<file path="config.mk">
export PLATFORM = sky130hd
export DESIGN_NAME = hdrive_softstart
export DESIGN_NICKNAME = d
export VERILOG_FILES = /design/src/rtl/hdrive_pkg.sv /design/src/rtl/hdrive_ctrl.sv /design/src/rtl/hdrive_dp.sv /design/src/rtl/hdrive_softstart.sv
export SDC_FILE = /design/constraint.sdc
export NUM_CORES = 1
export LEC_CHECK = 0
export BUFFER_PORTS_ARGS = -buffer_cell sky130_fd_sc_hd__buf_2
export CAP_MARGIN = 20
export CORE_MARGIN = 3
export CORE_UTILIZATION = 40
export DETAILED_ROUTE_END_ITERATION = 6
export HOLD_SLACK_MARGIN = 0.02
export PLACE_DENSITY_LB_ADDON = 0.3
export SLEW_MARGIN = 10
export SYNTH_ARGS = -nofsm -noshare
export SYNTH_HDL_FRONTEND = slang
export SYNTH_SLANG_ARGS = --single-unit
</file>
<file path="constraint.sdc">
create_clock -name clk -period 6.7 [get_ports clk]
set_clock_uncertainty 0.05 [all_clocks]
set_input_delay 0 -clock clk [delete_from_list [all_inputs] [get_ports clk]]
set_output_delay 0 -clock clk [all_outputs]
set_load 0.05 [all_outputs]
</file>
<file path="src/rtl/hdrive_pkg.sv">
package hdrive_pkg;

  typedef enum logic [1:0] {
    ST_HALT,
    ST_IDLE,
    ST_RAMP,
    ST_STEADY
  } hdrvState_t;

  // strobes from control to datapath
  typedef struct packed {
    logic loadMin;   // reload the minimum high time
    logic stepUp;    // widen the pulse by one clock
    logic gateNext;  // drive enable for the next line
    logic killNow;   // blank the drive at once
  } hdrvCtl_t;

  // status from datapath to control
  typedef struct packed {
    logic wrapEv;    // this edge starts a new line
    logic gated;     // the current line is driven
    logic atMax;     // high time is at its ceiling
  } hdrvStat_t;

endpackage

</file>
<file path="src/rtl/hdrive_ctrl.sv">
module hdrive_ctrl
  import hdrive_pkg::*;
#(
  parameter int HOLD_EVERY = 4
) (
  input  logic      clk,
  input  logic      rstN,
  input  logic      porFlag,
  input  logic      ovpFlag,
  input  logic      standby,
  input  logic      restartCmd,
  input  hdrvStat_t stat,
  output hdrvCtl_t  ctl
);

  localparam int SKIP_W = $clog2(HOLD_EVERY + 1);

  hdrvState_t state, stateNxt;
  logic [SKIP_W-1:0] skipCnt;
  logic fault;
  logic stepEv;

  assign fault = porFlag || ovpFlag;

  always_comb begin
    stateNxt = state;
    case (state)
      ST_HALT: begin
        if (!fault && restartCmd) stateNxt = standby ? ST_IDLE : ST_RAMP;
      end
      ST_IDLE: begin
        if (fault) stateNxt = ST_HALT;
        else if (!standby) stateNxt = ST_RAMP;
      end
      ST_RAMP, ST_STEADY: begin
        if (fault) stateNxt = ST_HALT;
        else if (standby) stateNxt = ST_IDLE;
        else if (state == ST_RAMP && stat.atMax) stateNxt = ST_STEADY;
      end
      default: stateNxt = ST_HALT;
    endcase
  end

  // a step opportunity: end of a driven line while ramping and not killed
  assign stepEv = stat.wrapEv && (state == ST_RAMP) && stat.gated && !ctl.killNow;

  always_comb begin
    ctl.killNow  = fault || standby;
    ctl.gateNext = (state == ST_RAMP) || (state == ST_STEADY);
    ctl.loadMin  = (stateNxt == ST_RAMP) && ((state == ST_HALT) || (state == ST_IDLE));
    ctl.stepUp   = stepEv && (skipCnt != SKIP_W'(HOLD_EVERY - 1)) && !stat.atMax;
  end

  always_ff @(posedge clk or negedge rstN) begin
    if (!rstN) begin
      state   <= ST_HALT;
      skipCnt <= '0;
    end else begin
      state <= stateNxt;
      if (ctl.loadMin) skipCnt <= '0;
      else if (stepEv) skipCnt <= (skipCnt == SKIP_W'(HOLD_EVERY - 1)) ? '0 : skipCnt + SKIP_W'(1);
    end
  end

  // leaving halt needs an accepted restart
  p_halt_exit_r10: assert property (@(posedge clk) disable iff (!rstN)
    (state != ST_HALT && $past(state) == ST_HALT) |-> ($past(restartCmd) && !$past(fault)));

  // while halted the datapath must not be driving
  p_halt_dark_r6: assert property (@(posedge clk) disable iff (!rstN)
    (state == ST_HALT) |-> !stat.gated);

endmodule

</file>
<file path="src/rtl/hdrive_dp.sv">
module hdrive_dp
  import hdrive_pkg::*;
#(
  parameter int LINE_CLKS  = 432,
  parameter int HA_CLKS    = 32,
  parameter int DUTY_MIN   = 9,
  parameter int DUTY_MAX   = 238,
  parameter int SHIFT_W    = 6,
  parameter int SHIFT_SPAN = 15,
  parameter int DRIVE_BASE = 64
) (
  input  logic               clk,
  input  logic               rstN,
  input  logic               lineRef,
  input  logic [SHIFT_W-1:0] shiftCode,
  input  hdrvCtl_t           ctl,
  output hdrvStat_t          stat,
  output logic               hOut,
  output logic               haOut,
  output logic               lineStart
);

  localparam int CNT_W  = $clog2(LINE_CLKS);
  localparam int SHIFT_MID = (1 << (SHIFT_W - 1)) - 1;
  localparam int PROD_W = SHIFT_W + 8;

  logic [CNT_W-1:0]  lineCnt;
  logic [CNT_W-1:0]  widthReg;
  logic [CNT_W-1:0]  startReg;
  logic [CNT_W-1:0]  startCalc;
  logic [CNT_W:0]    endPos;
  logic [PROD_W-1:0] prod;
  logic              gateReg;
  logic              wrapEv;

  assign wrapEv = lineRef || (lineCnt == CNT_W'(LINE_CLKS - 1));

  // linear map of the shift code onto a clock offset around the base position
  always_comb begin
    prod      = PROD_W'(SHIFT_SPAN) * PROD_W'(shiftCode) + PROD_W'(SHIFT_SPAN);
    startCalc = CNT_W'(DRIVE_BASE - SHIFT_SPAN) + CNT_W'(prod / PROD_W'(SHIFT_MID));
  end

  always_ff @(posedge clk or negedge rstN) begin
    if (!rstN) begin
      lineCnt  <= '0;
      widthReg <= CNT_W'(DUTY_MIN);
      startReg <= CNT_W'(DRIVE_BASE);
      gateReg  <= 1'b0;
    end else begin
      lineCnt <= wrapEv ? '0 : lineCnt + CNT_W'(1);
      if (wrapEv) startReg <= startCalc;
      if (ctl.loadMin) widthReg <= CNT_W'(DUTY_MIN);
      else if (ctl.stepUp) widthReg <= widthReg + CNT_W'(1);
      if (ctl.killNow) gateReg <= 1'b0;
      else if (wrapEv) gateReg <= ctl.gateNext;
    end
  end

  assign endPos    = {1'b0, startReg} + {1'b0, widthReg};
  assign hOut      = gateReg && (lineCnt >= startReg) && ({1'b0, lineCnt} < endPos);
  assign haOut     = lineCnt < CNT_W'(HA_CLKS);
  assign lineStart = (lineCnt == '0);

  always_comb begin
    stat.wrapEv = wrapEv;
    stat.gated  = gateReg;
    stat.atMax  = (widthReg == CNT_W'(DUTY_MAX));
  end

  p_line_wrap_r1: assert property (@(posedge clk) disable iff (!rstN)
    (lineCnt == CNT_W'(LINE_CLKS - 1)) |=> lineStart);

  p_ha_head_r2: assert property (@(posedge clk) disable iff (!rstN)
    lineStart |-> haOut);

  p_width_step_r4: assert property (@(posedge clk) disable iff (!rstN)
    (widthReg != $past(widthReg)) |->
      ((widthReg == $past(widthReg) + CNT_W'(1)) || (widthReg == CNT_W'(DUTY_MIN))));

  p_width_ceiling_r4: assert property (@(posedge clk) disable iff (!rstN)
    ($past(widthReg) == CNT_W'(DUTY_MAX) && !$past(ctl.loadMin)) |-> (widthReg == CNT_W'(DUTY_MAX)));

  p_kill_drive_r5: assert property (@(posedge clk) disable iff (!rstN)
    ctl.killNow |=> !hOut);

endmodule

</file>
<file path="src/rtl/hdrive_softstart.sv">
module hdrive_softstart
  import hdrive_pkg::*;
#(
  parameter int LINE_CLKS  = 432,
  parameter int HA_CLKS    = 32,
  parameter int DUTY_MIN   = 9,
  parameter int DUTY_MAX   = 238,
  parameter int HOLD_EVERY = 4,
  parameter int SHIFT_W    = 6,
  parameter int SHIFT_SPAN = 15,
  parameter int DRIVE_BASE = 64
) (
  input  logic               clk,
  input  logic               rstN,
  input  logic               lineRef,
  input  logic [SHIFT_W-1:0] shiftCode,
  input  logic               standby,
  input  logic               porFlag,
  input  logic               ovpFlag,
  input  logic               restartCmd,
  output logic               hOut,
  output logic               haOut,
  output logic               lineStart
);

  hdrvCtl_t  ctl;
  hdrvStat_t stat;

  hdrive_ctrl #(
    .HOLD_EVERY(HOLD_EVERY)
  ) u_ctrl (
    .clk        (clk),
    .rstN       (rstN),
    .porFlag    (porFlag),
    .ovpFlag    (ovpFlag),
    .standby    (standby),
    .restartCmd (restartCmd),
    .stat       (stat),
    .ctl        (ctl)
  );

  hdrive_dp #(
    .LINE_CLKS (LINE_CLKS),
    .HA_CLKS   (HA_CLKS),
    .DUTY_MIN  (DUTY_MIN),
    .DUTY_MAX  (DUTY_MAX),
    .SHIFT_W   (SHIFT_W),
    .SHIFT_SPAN(SHIFT_SPAN),
    .DRIVE_BASE(DRIVE_BASE)
  ) u_dp (
    .clk       (clk),
    .rstN      (rstN),
    .lineRef   (lineRef),
    .shiftCode (shiftCode),
    .ctl       (ctl),
    .stat      (stat),
    .hOut      (hOut),
    .haOut     (haOut),
    .lineStart (lineStart)
  );

endmodule

</file>
Yosys cells after proc, flatten, opt, wreduce, memory -nomap -nowiden
Index checks and enable logic that the tools add are counted.
Cells by class
  muxes and demuxes: 16
  div/mod/pow operators: 1
  eq/ne operators: 8
  add/subtract/negate cells: 6
  shift-type cells: 0
  multipliers: 1
  reduce and logical (&&, ||, !) cells: 24
  bitwise logic cells: 0
  $lt $le $gt $ge: 3
Operators by type and width (number)
  2-to-1 mux 9 bit: 3
  adder 9 x 1 -> 9 bit, second input constant: 2
  divider 14 x 5 -> 14 bit, second input constant: 1
  2-to-1 mux 2 bit: 7
  adder 10 x 4 -> 11 bit, second input constant: 1
  adder 9 x 9 -> 10 bit: 1
  logical AND 1 bit: 10
  < comparator 9 x 10 -> 1 bit: 1
  multiplier 4 x 6 -> 10 bit, first input constant: 1
  adder 6 x 9 -> 9 bit, first input constant: 1
  equality test 9 x 8 -> 1 bit, second input constant: 1
  equality test 9 bit, second input constant: 1
  >= comparator 9 bit: 1
  zero test 9 bit: 1
  < comparator 9 x 6 -> 1 bit, second input constant: 1
  2-to-1 mux 3 bit: 3
  equality test 2 bit, second input constant: 3
  case mux 2 bit (3 select lines): 1
  nonzero test 2 bit: 3
  logical OR 1 bit: 5
  adder 3 x 1 -> 3 bit, second input constant: 1
  equality test 3 x 2 -> 1 bit, second input constant: 1
  zero test 1 bit: 3
  != test 3 x 2 -> 1 bit, second input constant: 1
  4 further kinds: 5
Storage, ports and cells
  latch bits: 0
  output and inout bits: 3
  memory bits (writable): 0
  memory bits (read-only): 0
  logic and storage cells: 65
  flip-flop bits (word level): 33
  input bits: 13
  memories: 0

Longest topological paths before layout
Gate-level depths: netlist of run 1.
  depth in word-level cells: 9
  depth in mapped cells: 33
  mapped depth without buffers: 30

By module
A second synthesis of run 1 with hierarchy kept.
Unflattened totals
  cell total of the unflattened synthesis: 510
  area, all modules: 4332.9 um^2
By module, submodules not included
  hdrive_dp: cells each 481, area an instance 4062.6 um^2, instances 1, sequential area each 679.4 um^2
  hdrive_ctrl: cells each 29, area an instance 270.3 um^2, instances 1, sequential area each 125.1 um^2

Worst setup path before layout of run 1
OpenSTA, ideal clock, no wires.
  path type: input-to-reg
  start point: input shiftCode[2]
  end point: register u_dp.startReg[4]
  arrival: 6.256 ns
  path slack: 0.258 ns
  path buffers: 1
  cell stages on the path: 28
  cells stage by stage: inv_1 -> fa_1 -> inv_1 -> fa_1 -> ha_1 -> ha_1 -> buf_2 -> a21o_1 -> a221o_1 -> o211a_1 -> nor3_1 -> a31oi_1 -> a32o_1 -> xnor2_1 -> or2_4 -> nor2_4 -> a21oi_1 -> or2_2 -> ha_1 -> a2bb2o_1 -> o311a_1 -> nand2b_1 -> mux2_1 -> nand2b_1 -> ha_1 -> nand2_1 -> xnor2_1 -> o21ai_0
Between the ends
  word-level cells in the longest chain between the ends: 4
RTL lines
  from (decl): RTL line hdrive_softstart.sv:16  | input logic [SHIFT_W-1:0] shiftCode,
  multiplier 4 x 6 -> 10 bit: RTL line hdrive_dp.sv:40  | prod = PROD_W'(SHIFT_SPAN) * PROD_W'(shiftCode) + PROD_W'(SHIFT_SPAN);
  adder 10 x 4 -> 11 bit: RTL line hdrive_dp.sv:40
  divider 14 x 5 -> 14 bit: RTL line hdrive_dp.sv:41  | startCalc = CNT_W'(DRIVE_BASE - SHIFT_SPAN) + CNT_W'(prod / PROD_W'(SHIFT_MID));
  adder 6 x 9 -> 9 bit: RTL line hdrive_dp.sv:41
  to (signal assigned): RTL line hdrive_dp.sv:48  | startReg <= CNT_W'(DRIVE_BASE);
  to (signal assigned): RTL line hdrive_dp.sv:52  | if (wrapEv) startReg <= startCalc;
  to (decl): RTL line hdrive_dp.sv:29  | logic [CNT_W-1:0] startReg;
No other way between the ends.
A chain may end at the register's enable or synchronous reset.

Worst setup path in the final report of run 1
  start point: input shiftCode[3]
  end point: register u_dp.startReg[4]
The elaborated chain is that of the path after synthesis.

==> results.toml, run 1 <==
[layout]
fin_area_mm2 = 0.004931
n_antenna_cell = 0
area.growth.synth_to_final_pct = 15.71
nets = 637
layout_commonest_cell = "ha_1"
final_cell_mix = "ha_1 (50), nor2_1 (46), nand2_1 (41), inv_1 (39), buf_4 (32)"
layout-drive-gt1-share_pct = 17.55
final.fill_count = 995
finalNonFillerCells = 700

[power]
p_leak_nw = 2.316
p_per_area_mw_per_mm2 = 482.9
irDropWorstVdd_v = 0.0002184

[timing]
maxSlewViolCount = 0
max_slew.worst_pin.slew_ns = 0.7412
setup_ws_ns = 0.3266
setup_violations = 0
relSlewSlack_pct = 50.23
fin_crit_sh_pct = 95.13
hold_slack_ns = 0.1733
min_period_ns = 6.373
max_freq_mhz = 156.9
hold_violations = 0

[synth]
ys_seq_area_share_pct = 18.88
ys.warnings.count = 0
ys_types = 83
synth.area.top_cells = "dfrtp_1 (17%), ha_1 (15%), fa_1 (4.2%)"
avgSynthCellArea_um2 = 8.259
syn_inst = 516
synth_fp_nets = 590
synthFlopType = "dfrtp_1"
synth_seq_cells = 32
synth.largest_area_cell = "dfrtp_1"
ys_async_sr_fraction_pct = 100.0
synth_area_mm2 = 0.004262
synth_top_area_share_pct = 17.03
synth-edff-count = 0

[global_route]
grt_pass1_wl_mm = 18.27
grt_pass1_vias = 3973
gr-total-overflow = 0
grt_max_degree = 33
globalRouteTotalUtil_pct = 18.34
antenna_found_initial = 0

[routing]
routed-via-count = 3999
drt-total-wl_mm = 10.35
wl_per_cell_um = 14.79
antenna_left = 0
drtPass1Iterations = 4
vias_per_cell = 5.713
post-route-drc-count = 0
first_iter_violations = 320

[critical_path]
path_max_fanout = 7
slowest_delay_ns = 0.51
r2r_cells = 13
cp.depth = 28
cp.buffers_inverters = 3
cpMaxStageDelayCell = "fa_1"
required_ns = 6.82
r2r_slack_ns = 3.19
endpoint_kind = "register"
crit_type = "in2reg"
crit_family = "compound AO/OA/AOI/OAI gates"
start_kind = "input pin"
cp.arrival_ns = 6.49

[status]
outcome = "completed"

[placement]
dp_cells = 682
routabilityCongestion = 0.8866
place_area_mm2 = 0.004649
hpwl_mm = 8.153
pre_cts_slack_ns = -0.08216
port_buffers = 15

[floorplanning]
initial_utilization_pct = 41.28
fp.dieH_um = 109.2
core_area_mm2 = 0.01032
std_cell_rows = 37
pin_count = 16
die_w_um = 109.2
dieArea_mm2 = 0.01193

[clock_network]
cts-root-buf = "clkbuf_8"
clk_path_buf_depth = 2
cts_sinks = 32
insertion_delay_ns = 0.29
cts_buffers = 5
h-tree-depth = 2
cts_tree = "done"
clk_pin_slew_ns = 0.08

[flow_run]
cap_violations = 0

[hold_path]
min_path_cells = 4
hold_path.class = "in2reg"
routing by layer:
metal  up-vias  routed length [um]  track usage, %
li1       1988                   -               -
met1      1947                5022           24.30
met2        50                5026           32.11
met3        14                 188           1.895
met4         0                 115           4.185
met5         -                   0               0
worst paths after layout:
check / to / start
worst max-delay path: u_dp.startReg[4] / shiftCode[3]
worst min-delay path: u_dp.widthReg[3] / standby
max in group asynchronous: u_dp.widthReg[2] / rstN
worst max register to register: u_dp.widthReg[8] / u_dp.lineCnt[1]
worst min register to register: u_ctrl.skipCnt[2] / u_ctrl.skipCnt[2]
min in group asynchronous: u_dp.lineCnt[4] / rstN
per-stage QoR:
| step | setup TNS [ns] | utilization [%] | power [mW] |
|---|---|---|---|
| after floorplan | 0 | - | 1.641 |
| after global placement | 0 | 45.04 | 2.105 |
| after detailed placement | -0.1097 | 45.04 | 2.129 |
| after CTS | 0 | 46.71 | 2.306 |
| after global routing | -0.005714 | 47.76 | 2.616 |
| final | 0 | 47.76 | 2.381 |
worst reg2reg max path, cell delays in order (launching register included):
cell and delay, ns:
dfrtp_1 0.43, ha_1 0.22, nand3_1 0.13, nor2_1 0.23, a41oi_1 0.15, buf_4 0.22
nor4_1 0.59, o21ai_0 0.26, nor2_1 0.40, nor2_1 0.07, nor2_1 0.15, nand2_1 0.11
or3_1 0.31, a21oi_1 0.14
sequential cells by signal, indices dropped and copies added (netlist names):
register,cells
u_ctrl.state,2
u_dp.startReg,8
u_dp.lineCnt,9
u_dp.widthReg,9
u_ctrl.skipCnt,3
u_dp.gateReg,1
final cells by class:
cell class              instances  area, um2  area share [%]
repair buffers                 56      406.6           8.247
multi-input cells             428       3303           66.99
inverters                      40      153.9           3.121
clock buffers                   5      68.82           1.396
clock inverters                 3      23.77          0.4821
flip-flops and latches         32      804.5           16.32
well taps                     136      170.2           3.451
synthesized netlist by cell type (14+ instances only):
| master | n |
|---|---|
| nand2_1 | 42 |
| ha_1 | 52 |
| a21oi_1 | 28 |
| xor2_1 | 15 |
| a21o_1 | 14 |
| inv_1 | 40 |
| nor3_1 | 15 |
| xnor2_1 | 20 |
| o21ai_0 | 23 |
| dfrtp_1 | 29 |
| nor2_1 | 46 |
kinds of logic (layout without fill, tap and decap cells):
logic type / Yosys count / count (layout) / synth area share [%]
compound gates: 154 / 154 / 26.81
xor+xnor: 35 / 35 / 7.193
fa+ha+maj: 62 / 62 / 19.73
buf+inv: 56 / 104 / 5.637
flops: 32 / 32 / 18.88
mux: 6 / 6 / 1.527
simple gates: 171 / 171 / 20.23
report_power, final:
group	switching [mW]	internal, mW	total (mW)
Clock	0.0829	0.0736	0.156
Sequential	0.0294	0.224	0.253
Combinational	1.11	0.857	1.97
Total	1.23	1.15	2.38
timing repair:
action	4_1_cts	5_1_grt
hold buffers	8	0
buffers inserted	0	2
resized for setup	0	21
endpoints found under the setup margin	0	4
hold endpoints to repair	35	0
(Power assumes the default switching activity.)
==> inputs of run 2 (changes only) <==
--- a/config.mk
+++ b/config.mk
@@ -15,4 +15,5 @@
 export SLEW_MARGIN = 10
 export SYNTH_ARGS = -nofsm -noshare
 export SYNTH_HDL_FRONTEND = slang
+export SYNTH_HIERARCHICAL = 1
 export SYNTH_SLANG_ARGS = --single-unit
==> results.toml, run 2 <==
[routing]
routed-via-count = 3921
post-route-drc-count = 0
drt-total-wl_mm = 10.49
vias_per_cell = 5.732
wl_per_cell_um = 15.33
drtPass1Iterations = 4
first_iter_violations = 252
antenna_left = 0

[synth]
ys_seq_area_share_pct = 18.57
synth_top_area_share_pct = 16.75
ys_async_sr_fraction_pct = 100.0
synthFlopType = "dfrtp_1"
synth_common_cells = "ha_1 (52), nor2_1 (49), inv_1 (44)"
synth_seq_cells = 32
synth_top_family_by_area = "compound AO/OA/AOI/OAI gates"
ys_types = 87
syn_inst = 510
synth_fp_nets = 584
synth_area_mm2 = 0.004333
synth_mux_area_share_pct = 1.588
synth-compound-area-share_pct = 26.10
synthSimpleGateAreaFrac_pct = 20.16
yosys.area_share.adder_pct = 19.17
synth.largest_area_cell = "dfrtp_1"
synthXorXnorAreaFrac_pct = 7.652
synth-edff-count = 0
yosysMostFrequentCell = "ha_1"
avgSynthCellArea_um2 = 8.496
ys.warnings.count = 6
synth.area.top_cells = "dfrtp_1 (17%), ha_1 (15%), nor2_1 (4.2%)"

[layout]
finalNonFillerCells = 684
multi_input_area_mm2 = 0.003312
top_regs = "u_dp/lineCnt: 9 flops, u_dp/widthReg: 9 flops, u_dp/startReg: 8 flops"
utilization_pct = 47.04
n_antenna_cell = 0
final_cell_mix = "ha_1 (52), nor2_1 (49), inv_1 (44), nand2_1 (31), a21oi_1 (30)"
layout_commonest_cell = "ha_1"
seq_area_um2 = 804.5
nets = 621
area.growth.synth_to_final_pct = 13.08
layout-drive-gt1-share_pct = 17.15
final.fill_count = 1023

[placement]
hpwl_mm = 8.272
port_buffers = 15
routabilityCongestion = 0.8916
dp_cells = 667

[hold_path]
min_path_cells = 3
hold_path.class = "in2reg"
worstHoldStart = "standby"
min_to = "u_dp/gateReg"

[critical_path]
required_ns = 6.81
path_common_cell = "ha_1"
path_max_fanout = 11
worstReg2RegEnd = "u_dp/widthReg[7]"
r2r_slack_ns = 3.17
r2r_cells = 14
cpMaxStageDelayCell = "o41ai_2"
endpoint_kind = "register"
cp.arrival_ns = 6.32
reg2reg_from = "u_dp/lineCnt[1]"
slowest_delay_ns = 0.51
start_kind = "input pin"
crit_type = "in2reg"

[power]
pwr-share-comb_pct = 82.2
p_per_area_mw_per_mm2 = 496.7
switching_share_pct = 51.81
p_clk_share_pct = 7.4
internal_power_mw = 1.173
switching_power_mw = 1.261
p_leak_nw = 2.259
irDropWorstVdd_v = 0.0003353
seqPwrFrac_pct = 10.3

[timing]
max_freq_mhz = 160.9
min_period_ns = 6.215
hold_violations = 0
grt_setup_unrepaired = "false"
max_slew.worst_pin.slew_ns = 0.7246
setup_violations = 0
relSlewSlack_pct = 51.70
maxSlewViolCount = 0
finalSetupTns_ns = 0
fin_crit_sh_pct = 92.76

[clock_network]
cts-root-buf = "clkbuf_8"
clk_pin_slew_ns = 0.07
cts_tree = "done"
cts_buffers = 5
insertion_delay_ns = 0.28
clk_path_buf_depth = 2
h-tree-depth = 2
cts_sinks = 32

[floorplanning]
fp.dieH_um = 110.1
core_area_mm2 = 0.01042
pin_count = 16
die_w_um = 110.1
std_cell_rows = 37
initial_utilization_pct = 41.60
dieArea_mm2 = 0.01212

[global_route]
globalRouteTotalUtil_pct = 17.56
grt_pass1_vias = 3774
gr-total-overflow = 0
grt_pass1_wl_mm = 17.32
grtUsageMet2_pct = 31.89
use_met3_pct = 1.573
grt_use_met1_pct = 21.83
grt_max_degree = 33
top_usage_layer = "met2"
antenna_found_initial = 0

[status]
outcome = "completed"

[flow_run]
cap_violations = 0
## run 2: worst max-delay path: cells and delay by family
kind / cells / cell delay, ns
AO/OA/AOI/OAI: 12 / 2.52
XOR/XNOR: 2 / 0.31
adder cells (fa/ha/maj): 6 / 2.08
buffers and inverters: 3 / 0.40
multiplexers: 1 / 0.19
AND/OR/NAND/NOR: 4 / 0.83
## run 2: per-stage QoR
step                hold WS (ns)  worst slack [ns]  area [um2]  total power [mW]
detailed placement       0.06454           -0.1139        4644             2.170
CTS                      0.08344            0.1344        4802             2.365
global route              0.1289          0.001691        4900             2.649
global placement         0.04628            0.1054        4644             2.155
finish                   0.09804            0.4851        4900             2.434
floorplan                -0.3456            0.4656        4333             1.660
## run 2: cell families (layout without fill, tap and decap cells)
kind of cell | Yosys count | in the layout
buffers and inverters | 63 | 101
AND/OR/NAND/NOR | 162 | 162
flip-flops | 32 | 32
XOR/XNOR | 37 | 37
multiplexers | 6 | 6
adder cells (fa/ha/maj) | 61 | 61
AO/OA/AOI/OAI | 149 | 149
## run 2: repair_timing
item,in CTS,in global routing
hold buffers,5,0
gates resized for setup,0,12
buffers inserted,0,3
setup endpoints to repair,0,7
endpoints found under the hold margin,34,0
## run 2: worst max-delay path by stage
stage / startpoint / to / slack (ns) / cells after the start
after floorplan: shiftCode[1] / u_dp/startReg[4] / 0.47 / 33
after global placement: shiftCode[0] / u_dp/startReg[4] / 0.11 / 30
after detailed placement: shiftCode[0] / u_dp/startReg[4] / -0.11 / 30
after CTS: shiftCode[0] / u_dp/startReg[4] / 0.13 / 30
after global routing: shiftCode[3] / u_dp/startReg[4] / 0.002 / 29
final: shiftCode[3] / u_dp/startReg[4] / 0.49 / 28
## run 2: power by group through the flow
stage / clock network, mW / logic (mW) / registers, mW
2_1_floorplan: 0 / 1.42 / 0.244
3_3_place_gp: 0 / 1.90 / 0.254
3_5_place_dp: 0 / 1.91 / 0.255
4_1_cts: 0.187 / 1.93 / 0.252
5_1_grt: 0.196 / 2.20 / 0.256
6_report: 0.180 / 2.00 / 0.252
## run 2: area by class of cell
type	instances	share of cell area (%)
Clock buffer	6	1.481
Clock inverter	2	0.7150
Inverter	44	3.371
Multi-Input combinational cell	415	67.59
Sequential cell	32	16.42
Tap cell	136	3.473
Timing Repair Buffer	49	6.946
## run 2: routing by layer
layer | vias up | wire length (um)
li1 | 1932 | -
met1 | 1909 | 4674
met2 | 66 | 5360
met3 | 14 | 256
met4 | 0 | 197
met5 | - | 0
